--- config.mk ---
export PLATFORM = sky130hd
export DESIGN_NAME = trap_return_unit
export DESIGN_NICKNAME = d
export VERILOG_FILES = /design/src/rtl/trp_pkg.sv /design/src/rtl/trp_gate.sv /design/src/rtl/trp_pop.sv /design/src/rtl/trp_commit.sv /design/src/rtl/trap_return_unit.sv
export SDC_FILE = /design/constraint.sdc
export NUM_CORES = 1
export LEC_CHECK = 0
export ABC_CLOCK_PERIOD_IN_PS = 2400
export BUFFER_PORTS_ARGS = -buffer_cell sky130_fd_sc_hd__buf_2
export CAP_MARGIN = 15
export CORE_AREA = 2 2 89 91
export CTS_BUF_LIST = sky130_fd_sc_hd__clkbuf_16
export DETAILED_ROUTE_END_ITERATION = 12
export DIE_AREA = 0 0 91 93
export PLACE_DENSITY = 0.7
export SLEW_MARGIN = 20
export SYNTH_ARGS = -nofsm -noshare
export SYNTH_HDL_FRONTEND = slang
export SYNTH_SLANG_ARGS = --single-unit
--- constraint.sdc ---
create_clock -name clk -period 2.4 [get_ports clk]
set_clock_uncertainty 0.15 [all_clocks]
set_input_delay 0.12 -clock clk [delete_from_list [all_inputs] [get_ports clk]]
set_output_delay 0.12 -clock clk [all_outputs]
set_load 0.05 [all_outputs]
--- src/rtl/trp_pkg.sv ---
package trp_pkg;

  typedef enum logic [1:0] {
    PRIV_U   = 2'b00,
    PRIV_S   = 2'b01,
    PRIV_RSV = 2'b10,
    PRIV_M   = 2'b11
  } priv_e;

  // interrupt-enable stack and related status fields
  typedef struct packed {
    logic       mie;
    logic       mpie;
    logic [1:0] mpp;
    logic       mpv;
    logic       sie;
    logic       spie;
    logic       spp;
    logic       spv;
  } stack_t;

  localparam int unsigned CAUSE_ILLEGAL  = 2;
  localparam int unsigned CAUSE_MISALIGN = 0;

endpackage

--- src/rtl/trp_gate.sv ---
// Decides whether a return may complete and selects its target PC.
module trp_gate
  import trp_pkg::*;
#(
  parameter int unsigned XLEN    = 32,
  parameter int unsigned CAUSE_W = 4
) (
  input  logic               is_mret,
  input  logic [1:0]         priv,
  input  logic               tsr,
  input  logic               rvc,
  input  logic [XLEN-1:0]    mepc,
  input  logic [XLEN-1:0]    sepc,
  output logic               exc,
  output logic [CAUSE_W-1:0] cause,
  output logic [XLEN-1:0]    pc
);

  localparam logic [CAUSE_W-1:0] C_ILL = CAUSE_W'(CAUSE_ILLEGAL);
  localparam logic [CAUSE_W-1:0] C_MIS = CAUSE_W'(CAUSE_MISALIGN);

  logic at_m;
  logic at_least_s;
  logic low_bits_bad;
  logic priv_fail;
  logic trap_fail;

  always_comb begin
    at_m         = (priv == PRIV_M);
    at_least_s   = (priv >= PRIV_S);
    pc           = is_mret ? mepc : sepc;
    low_bits_bad = !rvc && (pc[1:0] != 2'b00);
    priv_fail    = is_mret ? !at_m : !at_least_s;
    // the trap control bit only applies to the supervisor return
    trap_fail    = !is_mret && tsr && !at_m;
  end

  // priority: privilege, then alignment, then trap control bit
  always_comb begin
    exc   = 1'b0;
    cause = '0;
    if (priv_fail) begin
      exc   = 1'b1;
      cause = C_ILL;
    end else if (low_bits_bad) begin
      exc   = 1'b1;
      cause = C_MIS;
    end else if (trap_fail) begin
      exc   = 1'b1;
      cause = C_ILL;
    end
  end

endmodule

--- src/rtl/trp_pop.sv ---
// Computes the popped interrupt-enable stack, privilege and virtualization.
module trp_pop
  import trp_pkg::*;
(
  input  logic       is_mret,
  input  logic       hyp,
  input  logic       virt,
  input  stack_t     cur,
  output stack_t     nxt,
  output logic [1:0] nxt_priv,
  output logic       nxt_virt
);

  stack_t m_st;
  stack_t s_st;
  logic   m_virt;
  logic   s_virt;
  logic   s_restore;

  // machine return
  always_comb begin
    m_st      = cur;
    m_st.mie  = cur.mpie;
    m_st.mpie = 1'b1;
    m_st.mpp  = PRIV_U;
    m_st.mpv  = 1'b0;
    m_virt    = hyp ? cur.mpv : virt;
  end

  // supervisor return
  always_comb begin
    s_restore = hyp && !virt;
    s_st      = cur;
    s_st.sie  = cur.spie;
    s_st.spie = 1'b1;
    s_st.spp  = 1'b0;
    s_st.spv  = s_restore ? 1'b0 : cur.spv;
    s_virt    = s_restore ? cur.spv : virt;
  end

  always_comb begin
    if (is_mret) begin
      nxt      = m_st;
      nxt_priv = cur.mpp;
      nxt_virt = m_virt;
    end else begin
      nxt      = s_st;
      nxt_priv = cur.spp ? PRIV_S : PRIV_U;
      nxt_virt = s_virt;
    end
  end

endmodule

--- src/rtl/trp_commit.sv ---
// Output registers: load on a request, hold otherwise.
module trp_commit
  import trp_pkg::*;
#(
  parameter int unsigned XLEN    = 32,
  parameter int unsigned CAUSE_W = 4
) (
  input  logic               clk,
  input  logic               rst_n,
  input  logic               req,
  input  logic               gate_exc,
  input  logic [CAUSE_W-1:0] gate_cause,
  input  logic [XLEN-1:0]    gate_pc,
  input  stack_t             cur_st,
  input  logic [1:0]         cur_priv,
  input  logic               cur_virt,
  input  stack_t             pop_st,
  input  logic [1:0]         pop_priv,
  input  logic               pop_virt,
  output logic               done_q,
  output logic               exc_q,
  output logic [CAUSE_W-1:0] cause_q,
  output logic [XLEN-1:0]    pc_q,
  output stack_t             st_q,
  output logic [1:0]         priv_q,
  output logic               virt_q
);

  logic               done_d;
  logic               exc_d;
  logic [CAUSE_W-1:0] cause_d;
  logic [XLEN-1:0]    pc_d;
  stack_t             st_d;
  logic [1:0]         priv_d;
  logic               virt_d;
  logic               load_en;

  assign load_en = req;

  always_comb begin
    done_d  = req;
    exc_d   = gate_exc;
    cause_d = gate_exc ? gate_cause : '0;
    pc_d    = gate_pc;
    if (gate_exc) begin
      st_d   = cur_st;
      priv_d = cur_priv;
      virt_d = cur_virt;
    end else begin
      st_d   = pop_st;
      priv_d = pop_priv;
      virt_d = pop_virt;
    end
  end

  always_ff @(posedge clk or negedge rst_n) begin
    if (!rst_n) begin
      done_q <= 1'b0;
    end else begin
      done_q <= done_d;
    end
  end

  always_ff @(posedge clk or negedge rst_n) begin
    if (!rst_n) begin
      exc_q   <= 1'b0;
      cause_q <= '0;
      pc_q    <= '0;
      st_q    <= '0;
      priv_q  <= PRIV_M;
      virt_q  <= 1'b0;
    end else if (load_en) begin
      exc_q   <= exc_d;
      cause_q <= cause_d;
      pc_q    <= pc_d;
      st_q    <= st_d;
      priv_q  <= priv_d;
      virt_q  <= virt_d;
    end
  end

endmodule

--- src/rtl/trap_return_unit.sv ---
module trap_return_unit
  import trp_pkg::*;
#(
  parameter int unsigned XLEN    = 32,
  parameter int unsigned CAUSE_W = 4
) (
  input  logic               clk,
  input  logic               rst_n,
  input  logic               i_req,
  input  logic               i_is_mret,
  input  logic [1:0]         i_priv,
  input  logic               i_virt,
  input  logic               i_mie,
  input  logic               i_mpie,
  input  logic [1:0]         i_mpp,
  input  logic               i_mpv,
  input  logic               i_sie,
  input  logic               i_spie,
  input  logic               i_spp,
  input  logic               i_spv,
  input  logic               i_tsr,
  input  logic [XLEN-1:0]    i_mepc,
  input  logic [XLEN-1:0]    i_sepc,
  input  logic               i_rvc,
  input  logic               i_hyp,
  output logic               o_done,
  output logic               o_exc,
  output logic [CAUSE_W-1:0] o_cause,
  output logic [XLEN-1:0]    o_pc,
  output logic [1:0]         o_priv,
  output logic               o_virt,
  output logic               o_mie,
  output logic               o_mpie,
  output logic [1:0]         o_mpp,
  output logic               o_mpv,
  output logic               o_sie,
  output logic               o_spie,
  output logic               o_spp,
  output logic               o_spv
);

  stack_t             cur_st;
  stack_t             pop_st;
  stack_t             st_q;
  logic [1:0]         pop_priv;
  logic               pop_virt;
  logic               gate_exc;
  logic [CAUSE_W-1:0] gate_cause;
  logic [XLEN-1:0]    gate_pc;

  always_comb begin
    cur_st.mie  = i_mie;
    cur_st.mpie = i_mpie;
    cur_st.mpp  = i_mpp;
    cur_st.mpv  = i_mpv;
    cur_st.sie  = i_sie;
    cur_st.spie = i_spie;
    cur_st.spp  = i_spp;
    cur_st.spv  = i_spv;
  end

  trp_gate #(.XLEN(XLEN), .CAUSE_W(CAUSE_W)) u_gate (
    .is_mret (i_is_mret),
    .priv    (i_priv),
    .tsr     (i_tsr),
    .rvc     (i_rvc),
    .mepc    (i_mepc),
    .sepc    (i_sepc),
    .exc     (gate_exc),
    .cause   (gate_cause),
    .pc      (gate_pc)
  );

  trp_pop u_pop (
    .is_mret  (i_is_mret),
    .hyp      (i_hyp),
    .virt     (i_virt),
    .cur      (cur_st),
    .nxt      (pop_st),
    .nxt_priv (pop_priv),
    .nxt_virt (pop_virt)
  );

  trp_commit #(.XLEN(XLEN), .CAUSE_W(CAUSE_W)) u_commit (
    .clk        (clk),
    .rst_n      (rst_n),
    .req        (i_req),
    .gate_exc   (gate_exc),
    .gate_cause (gate_cause),
    .gate_pc    (gate_pc),
    .cur_st     (cur_st),
    .cur_priv   (i_priv),
    .cur_virt   (i_virt),
    .pop_st     (pop_st),
    .pop_priv   (pop_priv),
    .pop_virt   (pop_virt),
    .done_q     (o_done),
    .exc_q      (o_exc),
    .cause_q    (o_cause),
    .pc_q       (o_pc),
    .st_q       (st_q),
    .priv_q     (o_priv),
    .virt_q     (o_virt)
  );

  assign o_mie  = st_q.mie;
  assign o_mpie = st_q.mpie;
  assign o_mpp  = st_q.mpp;
  assign o_mpv  = st_q.mpv;
  assign o_sie  = st_q.sie;
  assign o_spie = st_q.spie;
  assign o_spp  = st_q.spp;
  assign o_spv  = st_q.spv;

endmodule

# == Yosys cells after proc, flatten, opt, wreduce, memory -nomap -nowiden ==
# Index checks and enable logic that the tools add are counted.
# classes
n_reduce_logical,10
muxes,19
n_lt_le_gt_ge,1
n_eq_ne,1
# op_table
op,n
32-bit two-way mux,1
9-bit two-way mux,2
4-bit two-way mux,3
1-bit two-way mux,10
2-bit two-way mux,3
1-bit logical NOT,5
1-bit logical AND,4
"2-bit == test, second input constant",1
"2-bit by 1-bit >= comparator with 1-bit output, second input constant",1
2-bit nonzero test,1
# word_totals
register_bits,50
inputBits,83
out_inout_bits,50
wordCells,45

# == Longest topological paths before layout ==
# Gate-level depths: netlist (run 1).
# logic_depth
depth_word,7
ltp_mapped,6
mapped_depth_nobuf,4

# == Hierarchy ==
# A second synthesis (run 1) with hierarchy kept.
# unflattened
hier_cells,205
area_unflattened_um2,2787.7
# modules_own_cells
module,cells_each,n_inst,area_per_inst_um2,seq_area_each_um2
trp_commit,140,1,2052.0,1253.7
trp_gate,48,1,611.8,0.0
trp_pop,17,1,123.9,0.0

# == Worst setup path before layout (run 1) ==
# Ideal clock, no wire load.
# synth_timing
path_kind,register to register
startpoint,"register, netlist name u_commit.virt_q"
endpoint,register u_commit.virt_q
n_path_buf,0
t_required_ns,2.124
setup_ns,0.126
setup_slack_ns,1.187
period_less_slack_ns,1.213
path_stages_with_launch,2
arrival_ns,0.937
path_cell_list,dfrtp_1 > a221o_1
# synth_rtl
item,line_no,source
to (signal assigned),trp_commit.sv:78,virt_q <= virt_d;
to (decl),trp_commit.sv:26,output logic virt_q

# == Worst setup path after layout (run 1) ==
# layout_timing
startpoint,input i_is_mret
endpoint,register u_commit.pc_q[21]
# layout_via
elab_chain_cells,1
# layout_lines
item,line_no,source
from (decl),trap_return_unit.sv:10,"input logic i_is_mret,"
32-bit two-way mux,trp_gate.sv:31,pc = is_mret ? mepc : sepc;
to (signal assigned),trp_commit.sv:75,pc_q <= pc_d;
to (decl),trp_commit.sv:23,"output logic [XLEN-1:0] pc_q,"
# No other way between the ends.
# A chain may end at the register's enable or synchronous reset.

==> results of run 1 <==
-- layer usage --
| metal | vias to the layer above | wire (um) |
|---|---|---|
| met3 | 11 | 414 |
| met1 | 1016 | 2640 |
| met2 | 90 | 3370 |
| met4 | 0 | 91 |
| li1 | 1100 | - |
| met5 | - | 0 |
-- registers in the layout, summed over array words and instances (netlist names) --
name,cells
u_commit.done_q,1
u_commit.pc_q,32
u_commit.exc_q,1
u_commit.st_q,9
u_commit.virt_q,1
u_commit.cause_q,1
u_commit.priv_q,2
-- cell usage in the layout, fill, tap and decap left out --
cell             n
buf_2          129
dlygate4sd3_1   46
dfrtp_1         45
nor2_1          37
a21oi_1         35
mux2i_1         35
inv_1            7
o21ai_0          5
nand3_1          5
clkbuf_16        5
buf_4            4
a31oi_1          3
conb_1           3
clkinv_1         2
nand2_1          2
o21ai_1          2
a21o_1           2
a221o_1          2
o2111ai_1        2
dfstp_2          2
o21bai_1         1
maj3_1           1
o2bb2ai_2        1
o21a_2           1
nor3_2           1
a211o_1          1
a21oi_2          1
a211oi_1         1
o21a_1           1
nand3b_1         1
nor4_1           1
nor3_1           1
nor3b_1          1
o2bb2ai_1        1
a22o_1           1
clkinv_2         1
-- critical path, cell delays in order --
cell and delay, ns:
buf_2 0.26, buf_4 0.51, mux2i_1 0.28, dlygate4sd3_1 0.57, a21oi_1 0.07
-- where the power goes --
part | leakage [uW] | total [uW] | switching, uW | internal, uW
clock network | 0.0000671 | 648 | 274 | 375
registers | 0.000530 | 922 | 44.3 | 878
logic | 0.00117 | 741 | 500 | 241
total | 0.00177 | 2310 | 818 | 1490
-- cells by family (layout without fill, tap and decap cells) --
family	Yosys count	after routing	share of synthesized area [%]
AO/OA/AOI/OAI	60	60	16.1
adder cells (fa/ha/maj)	1	1	0.445
buffers and inverters	25	194	5.96
flip-flops	47	47	52.4
multiplexers	35	35	15.6
other	1	3	0.167
AND/OR/NAND/NOR	49	49	9.24
-- stage by stage --
| step | std cells | hold slack (ns) |
|---|---|---|
| global route | 491 | 0.0202 |
| global placement | 438 | -0.0273 |
| finish | 491 | 0.000259 |
| CTS | 491 | 0.000229 |
| detailed placement | 438 | -0.0145 |
| floorplan | 220 | -0.326 |
-- layout make-up --
cell class	instances	area, um2	area share (%)
clock buffer	5	125	3.53
clock inverter	2	8.76	0.247
inverter	8	30.0	0.846
multi-input combinational	148	942	26.6
sequential	47	1180	33.2
tap	102	128	3.60
timing repair buffer	179	1140	32.0
-- worst max-delay path by stage --
stage	from	to	slack, ns	cells after the start
3_3_place_gp	i_is_mret	u_commit.pc_q[9]$_DFFE_PN0P_	0.86	4
3_5_place_dp	i_is_mret	u_commit.pc_q[18]$_DFFE_PN0P_	0.81	4
5_1_grt	i_is_mret	u_commit.pc_q[31]$_DFFE_PN0P_	0.44	5
4_1_cts	i_is_mret	u_commit.pc_q[13]$_DFFE_PN0P_	0.61	5
2_1_floorplan	u_commit.virt_q$_DFFE_PN0P_	u_commit.virt_q$_DFFE_PN0P_	1.19	1
6_report	i_is_mret	u_commit.pc_q[21]$_DFFE_PN0P_	0.53	5
==> results.ini, run 1 <==
[run_status]
run_status = finished, final reports clean

[global_route]
grt_use_met1_pct = 18.3
grt.busiest_layer = met2
grt_max_degree = 54
met3_usage_pct = 4.11
antenna_found_initial = 0
grt_pass1_wl_mm = 10.5
met2_usage_pct = 27.5
first_global_vias = 2228
track_usage_pct = 15.4
grt.overflow.total = 0

[synth]
yosysMostFrequentCell = dfrtp_1
synth_area_leaders = dfrtp_1 50%, mux2i_1 16%, a21oi_1 7.8%, nor2_1 6.2%, dfstp_2 2.3%
synth_seq_cells = 47
async_reset_ff_share_pct = 100
synth_seq_area_share_pct = 52.4
synth_area_per_cell_um2 = 10.3
synth_ff_type = dfrtp_1
netlist_area_um2 = 2250
netlist.area_leader.share_pct = 50.1
ys_warn_count = 0
ys_types = 35
synth_largest_area_cell = dfrtp_1
syn_inst = 218
synth_commonest_cells = 45 x dfrtp_1, 37 x nor2_1, 35 x a21oi_1, 35 x mux2i_1
synth_enable_flop_cells = 0

[sta]
setup_viol = 0
fin_ws_ns = 0.526
finalSetupTns_ns = 0
worst_slew_pin_slew_ns = 0.562
max_freq_mhz = 534
rsz0062_at_grt = no
final_max_slew_viol_count = 0
slew_headroom_pct = 62.5
finalCriticalPeriod_ns = 1.87
hold_viol = 0
fin_crit_sh_pct = 78.1

[final_layout]
utilization_pct = 47.1
area_delta_synth_final_pct = 57.9
n_antenna_cell = 0
drive_gt1_share_pct = 37.3
final_area_um2 = 3550
fillers = 716
nets = 472

[hold_path]
holdCritStartpoint = i_sepc[28]
holdPathStages = 3
hold_end = u_commit.pc_q[28]$_DFFE_PN0P_
min-delay-path-class = in -> reg

[placed_design]
place_area_um2 = 2950
io_buffers = 129
place.detailed.hpwl_mm = 4.16
gp_congestion = 0.811
dp_slack_ns = 0.810

[clock_network]
clock_latency_ns = 0.28
h-tree-depth = 2
clk_pin_slew_ns = 0.06
cts_tree = done
numCtsBuffers = 5
ctsResizeCount = 0
clockBufferDepth = 2
cts_root_buffer = clkbuf_16
cts_sinks = 47
cts_hold_buf = 46
cts_setup_buffers = 0

[critical_path]
rrSetupSlack_ns = 1.42
reg2reg_depth = 1
end_kind = flip-flop
required_ns = 2.39
worstSetupPathType = in -> reg
path_max_fanout = 31
startpoint_type = input pin
cp.arrival_ns = 1.86
r2r_start = u_commit.virt_q$_DFFE_PN0P_
r2r-end = u_commit.virt_q$_DFFE_PN0P_

[power]
total_power_uw = 2310
powerDensity_nw_per_um2 = 651
leakagePower_uw = 0.00177
vdd_drop_max_v = 0.000304

[die]
core_um2 = 7530
die_area_um2 = 8460
die_x_um = 91
placementRows = 32
die_y_um = 93
ios = 133
initial_core_util_pct = 29.9

[route]
vias_per_cell = 4.52
totalWireLength_mm = 6.52
post-route-drc-count = 0
routed-via-count = 2217
dr.pass1.iters = 4
drt_iter0_drc = 109
wl_per_cell_um = 13.3
final_antenna_net_count = 0

[flow_run]
maxCapViolCount = 0

Power figures use the tool's default switching activity.
==> inputs of run 2 (changes only) <==
--- a/config.mk
+++ b/config.mk
@@ -5,14 +5,14 @@
 export SDC_FILE = /design/constraint.sdc
 export NUM_CORES = 1
 export LEC_CHECK = 0
-export ABC_CLOCK_PERIOD_IN_PS = 2400
+export ABC_CLOCK_PERIOD_IN_PS = 1700
 export BUFFER_PORTS_ARGS = -buffer_cell sky130_fd_sc_hd__buf_2
 export CAP_MARGIN = 15
 export CORE_AREA = 2 2 89 91
 export CTS_BUF_LIST = sky130_fd_sc_hd__clkbuf_16
 export DETAILED_ROUTE_END_ITERATION = 12
 export DIE_AREA = 0 0 91 93
-export PLACE_DENSITY = 0.7
+export PLACE_DENSITY = 0.72
 export SLEW_MARGIN = 20
 export SYNTH_ARGS = -nofsm -noshare
 export SYNTH_HDL_FRONTEND = slang
==> constraint.sdc (replaced) <==
create_clock -name clk -period 1.7 [get_ports clk]
set_clock_uncertainty 0.15 [all_clocks]
set_input_delay 0.085 -clock clk [delete_from_list [all_inputs] [get_ports clk]]
set_output_delay 0.085 -clock clk [all_outputs]
set_load 0.05 [all_outputs]
==> results.ini, run 2 (synthesis results as in run 1) <==
[hold_path]
holdPathStages = 3  ; unchanged
min-delay-path-class = in -> reg

[sta]
max_freq_mhz = 634
hold_viol = 1  ; +1
finalSetupTns_ns = 0  ; unchanged
worst_slew_pin_slew_ns = 0.555  ; -0.00724 ns
fin_crit_sh_pct = 92.7
setup_viol = 0  ; unchanged
finalCriticalPeriod_ns = 1.58
holdWs_ns = -0.00326  ; -0.00352 ns
rsz0062_at_grt = no
final_max_slew_viol_count = 0  ; unchanged
slew_headroom_pct = 63.0  ; +0.48 points

[clock_network]
cts_sinks = 47  ; unchanged
cts_root_buffer = clkbuf_16
cts_tree = done
numCtsBuffers = 5  ; unchanged
h-tree-depth = 2  ; unchanged
clk_pin_slew_ns = 0.06  ; about the same
clockBufferDepth = 2  ; unchanged
clock_latency_ns = 0.28  ; about the same

[critical_path]
rrSetupSlack_ns = 0.37  ; -1.05 ns
required_ns = 1.69  ; -0.70 ns
crit_path_cell_trace = dlygate4sd3_1, buf_2, nor2_1, o2111ai_1, mux2i_1, a21oi_1
end_kind = flip-flop
cp.arrival_ns = 1.57  ; -0.29 ns
reg2reg_depth = 2  ; +1
path_max_fanout = 5  ; -84%
critPathMaxStageDelay_ns = 0.52  ; -0.05 ns
critical-path-top-delay-family = buffers and inverters
startpoint_type = input pin
worstSetupPathType = in -> reg
crit_buf_inv = 2  ; -1
crit_slowest_cell = dlygate4sd3_1
cp.depth = 6  ; +1

[global_route]
grt_pass1_wl_mm = 11.6  ; +11%
grt.overflow.total = 0  ; unchanged
grt.busiest_layer = met2
met3_usage_pct = 4.43  ; +0.32 points
first_global_vias = 2516  ; +13%
track_usage_pct = 17.2  ; +1.9 points
antenna_found_initial = 0  ; unchanged
met2_usage_pct = 31.7  ; +4.2 points
grt_max_degree = 49  ; -9.3%
grt_use_met1_pct = 19.2  ; +0.86 points

[placed_design]
place.detailed.hpwl_mm = 4.32  ; +3.8%
gp_congestion = 0.814  ; +0.39%
io_buffers = 129  ; unchanged

[route]
totalWireLength_mm = 7.23  ; +11%
dr.pass1.iters = 4  ; unchanged
vias_per_cell = 4.56  ; +1.0%
wl_per_cell_um = 13.9  ; +4.6%
drt_iter0_drc = 108  ; -0.92%
routed-via-count = 2376  ; +7.2%
final_antenna_net_count = 0  ; unchanged
post-route-drc-count = 0  ; unchanged

[final_layout]
reg_top3 = u_commit.pc_q: 32 flops, u_commit.st_q: 9 flops, u_commit.priv_q: 2 flops
largest_reg_flops = 32  ; unchanged
area_delta_synth_final_pct = 74.0
nets = 501  ; +6.1%
drive_gt1_share_pct = 35.6  ; -1.7 points
fillers = 708  ; -1.1%
final_common_cell = buf_2
n_antenna_cell = 0  ; unchanged
largest-register = u_commit.pc_q
layout_common_cells = 129 x buf_2, 75 x dlygate4sd3_1, 45 x dfrtp_1

[run_status]
run_status = complete, but fails checks
violations = hold timing

[die]
die_x_um = 91  ; unchanged
placementRows = 32  ; unchanged
die_y_um = 93  ; unchanged
core_um2 = 7530  ; unchanged
die_area_um2 = 8460  ; unchanged
ios = 133  ; unchanged
initial_core_util_pct = 29.9  ; unchanged

[power]
vdd_drop_max_v = 0.000509  ; +67%
leakagePower_uw = 0.00192  ; +8.5%
powerDensity_nw_per_um2 = 906  ; +39%

[flow_run]
maxCapViolCount = 0  ; unchanged

## run 2: cell types whose count changed in the layout (fill, tap and decap cells not counted), sizes merged
cell / previous run / this run
bufinv: 0 / 1
dlygate4sd3: 46 / 75
## run 2: path summary, 6_finish.rpt
check / start / end
worst min-delay path: i_mepc[1] / u_commit.pc_q[1]$_DFFE_PN0P_
worst min register to register: u_commit.exc_q$_DFFE_PN0P_ / u_commit.exc_q$_DFFE_PN0P_
worst max register to register: u_commit.st_q[0]$_DFFE_PN0P_ / u_commit.st_q[0]$_DFFE_PN0P_
max in group asynchronous: rst_n / u_commit.pc_q[3]$_DFFE_PN0P_
min in group asynchronous: rst_n / u_commit.st_q[2]$_DFFE_PN0P_
worst max-delay path: i_mepc[0] / u_commit.st_q[8]$_DFFE_PN0P_
## run 2: through the flow
| stage | power, uW | area (um2) | utilization, % | instances | setup WS, ns |
|---|---|---|---|---|---|
| final | 3540 | 3910 | 51.9 | 521 | 0.124 |
| after detailed placement | 2280 | 2980 | 39.6 | 438 | 0.278 |
| after CTS | 3560 | 3900 | 51.8 | 521 | 0.0742 |
| after global routing | 3710 | 3910 | 51.9 | 521 | 0.0379 |
| after global placement | 2260 | 2980 | 39.6 | 438 | 0.310 |
| after floorplan | 1980 | 2250 | - | 220 | 0.487 |
## run 2: worst reg2reg max path: stages (launching register included)
cell,delay [ns]
dfrtp_1,0.39
o2bb2ai_1,0.12
dlygate4sd3_1,0.55
## run 2: layout make-up
class | instances | area, um2 | area share [%]
Tap cell | 102 | 128 | 3.26
Clock buffer | 5 | 125 | 3.20
Inverter | 8 | 30.0 | 0.768
Clock inverter | 3 | 43.8 | 1.12
Timing Repair Buffer | 208 | 1450 | 37.1
Multi-Input combinational cell | 148 | 953 | 24.4
Sequential cell | 47 | 1180 | 30.1
## run 2: repair_timing
action / 4_1_cts / 5_1_grt
setup endpoints to repair: 0 / 1
resized for setup: 0 / 2
hold buffers: 75 / 0
buffers inserted: 0 / 0
endpoints found under the hold margin: 62 / 0
## run 2: layer usage
| metal | routed length [um] | vias up |
|---|---|---|
| met4 | 169 | 0 |
| li1 | - | 1162 |
| met5 | 0 | - |
| met3 | 422 | 15 |
| met1 | 2770 | 1108 |
| met2 | 3870 | 91 |
## run 2: report_power, final
part | internal [uW] | leakage, uW | switching, uW
Clock | 693 | 0.0000838 | 414
Combinational | 403 | 0.00130 | 730
Sequential | 1240 | 0.000530 | 61.7
Total | 2340 | 0.00192 | 1210
==> inputs of run 3 (changes only) <==
--- a/config.mk
+++ b/config.mk
@@ -8,11 +8,11 @@
 export ABC_CLOCK_PERIOD_IN_PS = 1700
 export BUFFER_PORTS_ARGS = -buffer_cell sky130_fd_sc_hd__buf_2
 export CAP_MARGIN = 15
-export CORE_AREA = 2 2 89 91
+export CORE_AREA = 2 2 79 81
 export CTS_BUF_LIST = sky130_fd_sc_hd__clkbuf_16
 export DETAILED_ROUTE_END_ITERATION = 12
-export DIE_AREA = 0 0 91 93
-export PLACE_DENSITY = 0.72
+export DIE_AREA = 0 0 81 83
+export PLACE_DENSITY = 0.86
 export SLEW_MARGIN = 20
 export SYNTH_ARGS = -nofsm -noshare
 export SYNTH_HDL_FRONTEND = slang
==> results.ini, run 3 (synthesis results as in run 1) <==
[route]
routed-via-count = 2459  ; +3.5%
dr.pass1.iters = 4  ; unchanged
post-route-drc-count = 0  ; unchanged
final_antenna_net_count = 0  ; unchanged
totalWireLength_mm = 7.24  ; +0.14%
wl_per_cell_um = 14.7  ; +6.3%
vias_per_cell = 5.01  ; +9.8%
drt_iter0_drc = 129  ; +19%

[critical_path]
crit_buf_inv = 3  ; +1
worstSetupPathType = in -> reg
end_kind = flip-flop
cp.arrival_ns = 1.59  ; +0.02 ns
path_max_fanout = 20  ; +15
critical-path-top-delay-family = buffers and inverters
required_ns = 1.69  ; about the same
crit_path_cell_trace = buf_2, buf_4, mux2i_1, dlygate4sd3_1, a21oi_1
crit_slowest_cell = dlygate4sd3_1
startpoint_type = input pin
critPathMaxStageDelay_ns = 0.59  ; +0.07 ns

[final_layout]
largest_reg_flops = 32  ; unchanged
final_common_cell = buf_2
drive_gt1_share_pct = 35.3  ; -0.22 points
fillers = 464  ; -34%
stdcell_count = 491  ; -5.8%
final_area_um2 = 3800  ; -2.9%
multi_input_comb_area_um2 = 948  ; -0.52%
n_antenna_cell = 0  ; unchanged
largest-register = u_commit.pc_q
area_delta_synth_final_pct = 69.0
nets = 498  ; -0.60%
layout_common_cells = 129 x buf_2, 71 x dlygate4sd3_1, 45 x dfrtp_1
reg_top3 = u_commit.pc_q: 32 flops, u_commit.st_q: 9 flops, u_commit.priv_q: 2 flops
seq_area_um2 = 1180  ; unchanged

[die]
die_area_um2 = 6720  ; -21%
ios = 133  ; unchanged
initial_core_util_pct = 38.6  ; +8.8 points
die_y_um = 83  ; -11%
core_um2 = 5820  ; -23%
die_x_um = 81  ; -11%
placementRows = 28  ; -13%

[clock_network]
clockBufferDepth = 2  ; unchanged
cts_root_buffer = clkbuf_16
clock_latency_ns = 0.28  ; about the same
clk_pin_slew_ns = 0.06  ; about the same
cts_setup_buffers = 0  ; unchanged
cts_tree = done
numCtsBuffers = 5  ; unchanged
cts_sinks = 47  ; unchanged
h-tree-depth = 2  ; unchanged

[sta]
final_max_slew_viol_count = 0  ; unchanged
rsz0062_at_grt = no
setup_viol = 0  ; unchanged
finalCriticalPeriod_ns = 1.60  ; +0.0226 ns
fin_ws_ns = 0.101  ; -0.0226 ns
worst_slew_pin_slew_ns = 0.502  ; -0.0524 ns
hold_viol = 1  ; unchanged
finalSetupTns_ns = 0  ; unchanged
max_freq_mhz = 626  ; -1.4%
fin_crit_sh_pct = 94.0  ; +1.3 points
holdWs_ns = -0.00384  ; -0.000582 ns
slew_headroom_pct = 66.5  ; +3.5 points

[run_status]
violations = hold timing
run_status = complete, but fails checks

[placed_design]
placed_cells = 412  ; -5.9%
io_buffers = 129  ; unchanged
place_area_um2 = 2940  ; -1.3%
place.detailed.hpwl_mm = 4.18  ; -3.2%
gp_congestion = 0.783  ; -3.8%
dp_slack_ns = 0.279  ; +0.000756 ns

[power]
p_switching_uw = 1180  ; -2.2%
powerDensity_nw_per_um2 = 881  ; -2.7%
p_seq_share_pct = 39.0  ; +2.3 points
swShare_pct = 35.2  ; +1.2 points
p_clk_share_pct = 27.4  ; -3.9 points
comb_power_share_pct = 33.5  ; +1.5 points
p_int_uw = 2170  ; -7.3%
leakagePower_uw = 0.00189  ; -1.6%
vdd_drop_max_v = 0.000500  ; -1.8%

[global_route]
antenna_found_initial = 0  ; unchanged
first_global_vias = 2530  ; +0.56%
grt_max_degree = 47  ; -4.1%
grt.overflow.total = 0  ; unchanged
grt_pass1_wl_mm = 11.5  ; -1.1%
track_usage_pct = 22.2  ; +5.0 points

[flow_run]
maxCapViolCount = 0  ; unchanged

[hold_path]
min-delay-path-class = in -> reg

run 3: cell count changes in the layout (fill, tap and decap cells not counted):
cell	before	now
inv_1	7	9
buf_4	2	4
clkinv_4	1	0
bufinv_16	1	0
clkinv_2	1	0
buf_12	2	1
dlygate4sd3_1	75	71
clkinvlp_4	0	1
nor3b_2	1	0
nor3b_1	0	1
run 3: repair_timing:
item / CTS / global route
endpoints found under the setup margin: 0 / 1
endpoints found under the hold margin: 61 / 0
hold buffers: 71 / 0
resized for setup: 0 / 1
run 3: through the flow:
stage                     util (%)  total power [uW]
after detailed placement      50.6              2270
after global placement        50.6              2250
after CTS                     65.2              3340
after global routing          65.3              3510
final                         65.3              3340
after floorplan                  -              1980
run 3: final cells by class:
| class | count | area share [%] |
|---|---|---|
| inverters | 8 | 0.791 |
| clock buffers | 5 | 3.29 |
| clock inverters | 3 | 0.395 |
| repair buffers | 205 | 37.0 |
| multi-input cells | 148 | 25.0 |
| flip-flops and latches | 47 | 31.0 |
| well taps | 75 | 2.47 |
run 3: tightest hold or removal path, stage by stage:
cell,delay [ns]
buf_2,0.08
mux2i_1,0.06
a21oi_1,0.16
run 3: worst paths after layout:
path | from | endpoint | slack (ns) | cells past startpoint
worst min register to register | u_commit.exc_q$_DFFE_PN0P_ | u_commit.exc_q$_DFFE_PN0P_ | 0.33 | 1
worst max-delay path | i_is_mret | u_commit.pc_q[26]$_DFFE_PN0P_ | 0.10 | 5
worst max register to register | u_commit.virt_q$_DFFE_PN0P_ | u_commit.virt_q$_DFFE_PN0P_ | 0.72 | 1
max in group asynchronous | rst_n | u_commit.pc_q[5]$_DFFE_PN0P_ | 0.72 | 3
worst min-delay path | i_mie | u_commit.st_q[8]$_DFFE_PN0P_ | -0.004 | 3
min in group asynchronous | rst_n | u_commit.st_q[6]$_DFFE_PN0P_ | 0.16 | 2
run 3: power groups by stage:
stage	Combinational, uW	Clock, uW	Sequential [uW]
3_3_place_gp	934	0	1320
3_5_place_dp	954	0	1320
6_report	1120	918	1310
4_1_cts	1100	944	1300
2_1_floorplan	244	0	1740
5_1_grt	1190	996	1320
run 3: routing by layer:
layer	vias to the layer above	part of all wire, %	GRT usage (%)
met5	-	0	0
met4	0	3.2	8.94
met3	22	8.0	5.87
met2	149	51	38.8
met1	1135	38	25.1
li1	1153	-	-
